==> config.mk <==
export PLATFORM = sky130hd
export DESIGN_NAME = trap_entry_seq
export DESIGN_NICKNAME = d
export VERILOG_FILES = /design/src/rtl/trap_entry_pkg.sv /design/src/rtl/trap_level_ctl.sv /design/src/rtl/trap_vector_gen.sv /design/src/rtl/trap_window_adj.sv /design/src/rtl/trap_entry_seq.sv
export SDC_FILE = /design/constraint.sdc
export NUM_CORES = 1
export LEC_CHECK = 0
export ABC_AREA = 1
export ABC_CLOCK_PERIOD_IN_PS = 3300
export BUFFER_PORTS_ARGS = -buffer_cell sky130_fd_sc_hd__buf_2
export CAP_MARGIN = 20
export CORE_AREA = 4 4 242 244
export CTS_CLUSTER_DIAMETER = 200
export DETAILED_ROUTE_END_ITERATION = 8
export DIE_AREA = 0 0 246 248
export GPL_TIMING_DRIVEN = 0
export HOLD_SLACK_MARGIN = 0.03
export SLEW_MARGIN = 20
export SYNTH_ARGS = -nofsm -noshare
export SYNTH_HDL_FRONTEND = slang
export SYNTH_HIERARCHICAL = 1
export SYNTH_SLANG_ARGS = --single-unit
==> constraint.sdc <==
create_clock -name clk -period 3.3 [get_ports clk]
set_input_delay 0.33 -clock clk [delete_from_list [all_inputs] [get_ports clk]]
set_output_delay 0.33 -clock clk [all_outputs]
set_load 0.05 [all_outputs]
==> src/rtl/trap_entry_pkg.sv <==
package trap_entry_pkg;

  localparam int TT_W = 9;

  // trap type of the clean-window trap
  localparam logic [TT_W-1:0] TT_CLEAN_WIN = 9'h024;
  // group codes in trap type bits 8:6
  localparam logic [2:0] GRP_SPILL = 3'b010;
  localparam logic [2:0] GRP_FILL  = 3'b011;

  typedef enum logic [1:0] {
    WOP_KEEP,
    WOP_CLEAN,
    WOP_SPILL,
    WOP_FILL
  } win_op_e;

endpackage

==> src/rtl/trap_level_ctl.sv <==
module trap_level_ctl #(
  parameter int TL_W = 4
) (
  input  logic            clk,
  input  logic            rst,
  input  logic            trap_req,
  input  logic [TL_W-1:0] max_level,
  output logic            accept,
  output logic [TL_W-1:0] tl_next,
  output logic [TL_W-1:0] tl_q,
  output logic            red_q,
  output logic            err_q
);

  logic below_last;

  always_comb begin
    accept     = trap_req && (tl_q < max_level);
    below_last = ({1'b0, tl_q} + {{TL_W{1'b0}}, 1'b1}) < {1'b0, max_level};
    tl_next    = tl_q + TL_W'(1);
  end

  always_ff @(posedge clk) begin
    if (rst) begin
      tl_q  <= '0;
      red_q <= 1'b0;
      err_q <= 1'b0;
    end else if (trap_req) begin
      if (!accept) begin
        err_q <= 1'b1;
      end else begin
        tl_q <= tl_next;
        if (!below_last) red_q <= 1'b1;
      end
    end
  end

  assert_error_freezes_R1: assert property (@(posedge clk) disable iff (rst)
    (trap_req && (tl_q >= max_level)) |=> (err_q && (tl_q == $past(tl_q)) && (red_q == $past(red_q))));

  assert_level_step_R2: assert property (@(posedge clk) disable iff (rst)
    (trap_req && (tl_q < max_level)) |=> (tl_q == $past(tl_q) + TL_W'(1)));

  assert_red_on_last_R3: assert property (@(posedge clk) disable iff (rst)
    (trap_req && (tl_q < max_level) && !below_last) |=> red_q);

  assert_flags_sticky_R3: assert property (@(posedge clk) disable iff (rst)
    !$fell(red_q) && !$fell(err_q));

endmodule

==> src/rtl/trap_vector_gen.sv <==
module trap_vector_gen #(
  parameter int ADDR_W = 64,
  parameter int TL_W   = 4
) (
  input  logic              clk,
  input  logic              rst,
  input  logic              load,
  input  logic [TL_W-1:0]   tl_next,
  input  logic [8:0]        tt,
  input  logic              hyp,
  input  logic [ADDR_W-1:0] tba,
  input  logic [ADDR_W-1:0] htba,
  output logic [ADDR_W-1:0] pc_q,
  output logic [ADDR_W-1:0] npc_q
);

  localparam logic [ADDR_W-1:0] ORD_MASK = ~ADDR_W'(32'h7fff);
  localparam logic [ADDR_W-1:0] HYP_MASK = ~ADDR_W'(32'h3fff);
  localparam logic [ADDR_W-1:0] UPPER_BIT = ADDR_W'(32'h4000);

  logic [ADDR_W-1:0] tt_off;
  logic [ADDR_W-1:0] vec;

  always_comb begin
    tt_off = ADDR_W'({tt, 5'b00000});
    if (hyp) begin
      vec = (htba & HYP_MASK) | tt_off;
    end else begin
      vec = (tba & ORD_MASK) | tt_off | ((tl_next > TL_W'(1)) ? UPPER_BIT : '0);
    end
  end

  always_ff @(posedge clk) begin
    if (rst) begin
      pc_q  <= '0;
      npc_q <= '0;
    end else if (load) begin
      pc_q  <= vec;
      npc_q <= vec + ADDR_W'(4);
    end
  end

  assert_npc_follows_R7: assert property (@(posedge clk) disable iff (rst)
    load |=> (npc_q - pc_q == ADDR_W'(4)));

  assert_hyp_base_R6: assert property (@(posedge clk) disable iff (rst)
    (load && hyp) |=> (pc_q[ADDR_W-1:14] == $past(htba[ADDR_W-1:14])));

endmodule

==> src/rtl/trap_window_adj.sv <==
module trap_window_adj
  import trap_entry_pkg::*;
#(
  parameter int NWIN  = 8,
  parameter int CWP_W = $clog2(NWIN)
) (
  input  logic             clk,
  input  logic             rst,
  input  logic             load,
  input  logic [8:0]       tt,
  input  logic [CWP_W-1:0] cwp,
  input  logic [CWP_W-1:0] cansave,
  output logic [CWP_W-1:0] cwp_q
);

  win_op_e          op;
  logic [CWP_W-1:0] cwp_n;

  always_comb begin
    if (tt == TT_CLEAN_WIN)       op = WOP_CLEAN;
    else if (tt[8:6] == GRP_SPILL) op = WOP_SPILL;
    else if (tt[8:6] == GRP_FILL)  op = WOP_FILL;
    else                           op = WOP_KEEP;
  end

  // window count is a power of two, so CWP_W-bit arithmetic wraps correctly
  always_comb begin
    unique case (op)
      WOP_CLEAN: cwp_n = cwp - CWP_W'(1);
      WOP_SPILL: cwp_n = cwp - cansave - CWP_W'(2);
      WOP_FILL:  cwp_n = cwp + CWP_W'(1);
      default:   cwp_n = cwp;
    endcase
  end

  always_ff @(posedge clk) begin
    if (rst)       cwp_q <= '0;
    else if (load) cwp_q <= cwp_n;
  end

  assert_clean_dec_R8: assert property (@(posedge clk) disable iff (rst)
    (load && (tt == TT_CLEAN_WIN)) |=> (cwp_q + CWP_W'(1) == $past(cwp)));

  assert_fill_inc_R10: assert property (@(posedge clk) disable iff (rst)
    (load && (tt[8:6] == GRP_FILL)) |=> (cwp_q == $past(cwp) + CWP_W'(1)));

endmodule

==> src/rtl/trap_entry_seq.sv <==
module trap_entry_seq #(
  parameter int ADDR_W  = 64,
  parameter int STATE_W = 32,
  parameter int TL_W    = 4,
  parameter int IDX_W   = 3,
  parameter int NWIN    = 8,
  localparam int CWP_W  = $clog2(NWIN)
) (
  input  logic               clk,
  input  logic               rst,
  input  logic               trap_req,
  input  logic [8:0]         trap_type,
  input  logic [ADDR_W-1:0]  cur_pc,
  input  logic [ADDR_W-1:0]  cur_npc,
  input  logic [STATE_W-1:0] cur_state,
  input  logic [CWP_W-1:0]   cur_cwp,
  input  logic [CWP_W-1:0]   cur_cansave,
  input  logic [ADDR_W-1:0]  trap_base,
  input  logic [ADDR_W-1:0]  hyp_trap_base,
  input  logic               hyp_mode,
  input  logic [TL_W-1:0]    max_level,
  output logic [ADDR_W-1:0]  new_pc,
  output logic [ADDR_W-1:0]  new_npc,
  output logic [TL_W-1:0]    trap_level,
  output logic               error_state,
  output logic               red_state,
  output logic [CWP_W-1:0]   new_cwp,
  output logic               stk_we,
  output logic [IDX_W-1:0]   stk_idx,
  output logic [STATE_W-1:0] stk_state,
  output logic [ADDR_W-1:0]  stk_pc,
  output logic [ADDR_W-1:0]  stk_npc,
  output logic [8:0]         stk_tt
);

  logic            accept;
  logic [TL_W-1:0] tl_next;
  logic [IDX_W-1:0] idx_next;

  trap_level_ctl #(.TL_W(TL_W)) u_level (
    .clk(clk), .rst(rst), .trap_req(trap_req), .max_level(max_level),
    .accept(accept), .tl_next(tl_next), .tl_q(trap_level),
    .red_q(red_state), .err_q(error_state)
  );

  trap_vector_gen #(.ADDR_W(ADDR_W), .TL_W(TL_W)) u_vector (
    .clk(clk), .rst(rst), .load(accept), .tl_next(tl_next), .tt(trap_type),
    .hyp(hyp_mode), .tba(trap_base), .htba(hyp_trap_base),
    .pc_q(new_pc), .npc_q(new_npc)
  );

  trap_window_adj #(.NWIN(NWIN), .CWP_W(CWP_W)) u_window (
    .clk(clk), .rst(rst), .load(accept), .tt(trap_type),
    .cwp(cur_cwp), .cansave(cur_cansave), .cwp_q(new_cwp)
  );

  // stack index: new level masked to the stack index width
  generate
    if (IDX_W < TL_W) begin : g_idx_mask
      assign idx_next = tl_next[IDX_W-1:0];
    end else begin : g_idx_wide
      assign idx_next = IDX_W'(tl_next);
    end
  endgenerate

  always_ff @(posedge clk) begin
    if (rst) begin
      stk_we    <= 1'b0;
      stk_idx   <= '0;
      stk_state <= '0;
      stk_pc    <= '0;
      stk_npc   <= '0;
      stk_tt    <= '0;
    end else begin
      stk_we <= accept;
      if (accept) begin
        stk_idx   <= idx_next;
        stk_state <= cur_state;
        stk_pc    <= cur_pc;
        stk_npc   <= cur_npc;
        stk_tt    <= trap_type;
      end
    end
  end

  assert_stack_index_R4: assert property (@(posedge clk) disable iff (rst)
    stk_we |-> (stk_idx == IDX_W'(trap_level)));

  assert_vector_type_R5: assert property (@(posedge clk) disable iff (rst)
    stk_we |-> (new_pc[13:5] == stk_tt && new_pc[4:0] == 5'd0));

  assert_idle_no_write_R13: assert property (@(posedge clk) disable iff (rst)
    !trap_req |=> (!stk_we && $stable(trap_level) && $stable(new_pc) && $stable(new_cwp)));

  assert_write_single_R4: assert property (@(posedge clk) disable iff (rst)
    stk_we |=> (!stk_we || $past(trap_req)));

endmodule

==> summary.txt <==
Status
  • Status: completed

Setup path
  • WP data arrival: roughly 3.6 ns
  • Worst Setup SP: u_level/tl_q[3]
  • CP required: roughly 3.8 ns
  • CP startpoint kind: flip-flop
  • Critical Path Sink Type: flip-flop
  • Crit path max fanout: 10
  • Worst R2R Start: u_level/tl_q[3]
  • Kind of critical path: reg -> reg

Synth
  • Yosys warnings: 6
  • Flops & latches, synth: 242
  • Register area share after synthesis: 0.4276
  • Netlist cell types: 27
  • Post-synth top area share: 0.4276
  • Gate Count Post-Synth: around 1800
  • Post-Syn Area: approximately 11000 µm²
  • Syn_area_per_cell: 6.344 µm²
  • Synth area leader: dfxtp_1
  • Synth area leaders: dfxtp_1 43%, nand2_1 18%, nor2_1 16%

GRT
  • Initial antenna violation count: 3
  • Pin count of the biggest net entering global routing: 15
  • Vias in the first global route: roughly 12000
  • Gr usage total: 0.1472
  • Global route overflow: 0
  • First-pass GRT wire length: approximately 70 mm

Cells and area
  • Fin area: about 18000 µm²
  • Layout cells sized above 1: 0.3054
  • Fin nets: 2889
  • Layout area overhead: 56.92%

CTS
  • Clock transition at path regs: ~0.06 ns
  • Clk buf depth: 3
  • CTS Sinks: 242
  • Clock latency on the worst-skew pair: 0.56 ns
  • H-tree levels: 1
  • Post-CTS setup buffers: 0
  • Total CTS buffers: 30
  • CTS root buf: clkbuf_16
  • CTS tree: built

STA
  • Peak Freq: about 320 MHz
  • Final setup vio count: 0
  • Clock Skews: between 0.007 and 0.008 ns
  • Final Critical Period: 3.078 ns
  • Number of failing hold endpoints at the final stage: 0
  • Relative slew slack: 0.5762
  • Max-slew violations: 0
  • RSZ-0062 raised after global routing: false
  • PnR worst setup slack: approximately 0.22 ns
  • Measured slew at the worst slew-check pin: 0.6357 ns
  • Setup TNS: 0 ns
  • Final Cycle Share: 0.9327

Pwr
  • LEAKAGE: around 10 nW
  • PD cells: 608.3 nW/µm²
  • VDD IR max: 0.0003412 V
  • Power Total: approximately 11 mW

Route
  • Vias per inst: around 3.9
  • Routed vias: 12920
  • Iter 0 DRT Violations: between 700 and 800
  • Final WL: roughly 48 mm
  • Post-route ant nets: 0
  • Routed length per instance: 14.42 µm
  • DRC: 0
  • First drt pass iteration count: 5

Hold path
  • Hold Path Origin: cur_npc[14]
  • Worst min path class: in -> reg

Placement
  • DP HPWL: roughly 38 mm
  • Dpl cell area: around 15000 µm²
  • Final RePlAce weighted congestion: just over 0.9
  • PortBufs: roughly 580
  • Pre-CTS setup slack: about 0.12 ns

Job
  • Max Cap Viol: 0

Die
  • Initial core utilization: 0.2013
  • Top Ports: between 600 and 700
  • Core Region: approximately 56000 µm²
  • Die H: ~250 µm
  • DIE AREA: around 61000 µm²
  • Die Width: approximately 250 µm
  • Rows: 87
-- worst paths after layout --
| kind | end | slack [ns] | depth (start not counted) |
|---|---|---|---|
| max | u_vector/pc_q[19] | 0.22 | 10 |
| min | stk_npc[14] | 0.07 | 5 |
| max reg2reg | u_vector/pc_q[19] | 0.22 | 10 |
| min reg2reg | stk_npc[26] | 0.47 | 2 |
-- layout make-up --
cell class | instances | area, µm²
clock buffers | 43 | 860.8
multi-input cells | 1137 | 4562
plain buffers | 154 | 974.7
clock inverters | 12 | 101.3
repair buffers | 741 | 4509
well taps | 756 | 945.9
fillers | 6221 | 38500
flip-flops and latches | 242 | 4845
diodes | 1 | 2.502
inverters | 261 | 979.7
-- sequential cells by signal (all words and copies together), names as in the netlist --
signal / flops
stk_pc: 64
u_vector/npc_q: 2
stk_tt: 9
u_window/cwp_q: 3
u_level/err_q: 1
stk_npc: 64
stk_we: 1
stk_idx: 3
u_level/tl_q: 4
stk_state: 32
u_vector/pc_q: 58
u_level/red_q: 1
-- logic make-up after synthesis --
family | synth area share
other | 0.0003310
xor gates and xnor gates | 0.002319
adders and majority gates | 0.01281
buffers and inverters | 0.1725
AOI/OAI and AO/OA | 0.01027
and+or+nand+nor | 0.3742
DFF | 0.4276
-- metrics by stage --
stage	hold WS (ns)	cells	util
3_3_place_gp	0.4415	3131	0.2703
6_report	0.06848	3347	0.3159
3_5_place_dp	0.4584	3131	0.2703
4_1_cts	0.03010	3346	0.3159
2_1_floorplan	0.4016	1794	-
5_1_grt	0.05373	3347	0.3159
-- synth_stat cells --
library cell	number
nand2_2	7
nand2_1	548
nand3_2	2
buf_2	53
fa_1	1
xor2_1	2
nand4_1	1
nor2_2	3
dfxtp_1	242
inv_1	253
xnor2_1	1
nand2_4	1
nand3b_1	1
o21bai_1	1
o21ai_0	3
buf_4	84
nor2_1	472
nand3_4	1
a21oi_1	17
buf_6	2
clkbuf_1	15
nor2_4	1
inv_2	8
ha_1	10
a21oi_2	1
conb_1	1
nand3_1	55
-- critical path, stage by stage (launching register included) --
cell	delay, ns
dfxtp_1	0.37
ha_1	0.26
a21oi_1	0.30
nand3_4	0.18
inv_1	0.47
buf_4	0.31
buf_2	0.29
nand3_1	0.12
dlygate4sd3_1	0.57
nand2_1	0.06
inv_1	0.03
-- metal layers --
layer  GRT usage  part of all wire  wire [µm]
met1      0.1942              0.43      20940
met2      0.2383              0.46      22030
met3     0.03554             0.079       3820
met4     0.04605             0.030       1465
met5           0           0.00023         11
-- cell usage in the layout, fill, tap and decap left out, types with 2 or more instances in the layout --
master / count
a21oi_1: 17
buf_2: 634
buf_4: 84
buf_6: 2
clkbuf_1: 23
clkbuf_16: 31
clkbuf_8: 4
clkinv_2: 6
clkinvlp_4: 2
conb_1: 9
dfxtp_1: 242
dlygate4sd3_1: 160
ha_1: 10
inv_1: 253
inv_2: 8
inv_6: 2
nand2_1: 548
nand2_2: 7
nand3_1: 55
nand3_2: 2
nor2_1: 472
nor2_2: 3
o21ai_0: 3
xor2_1: 2
-- power by group --
group	internal, mW	switching [mW]	total [mW]
clock network	1.89	1.34	3.23
logic	1.15	2.91	4.05
registers	3.30	0.237	3.54
-- timing repair --
action / 4_1_cts / 5_1_grt
hold endpoints to repair: 148 / 0
hold buffers: 160 / 0
resized for setup: 0 / 0
(Power assumes the default switching activity.)
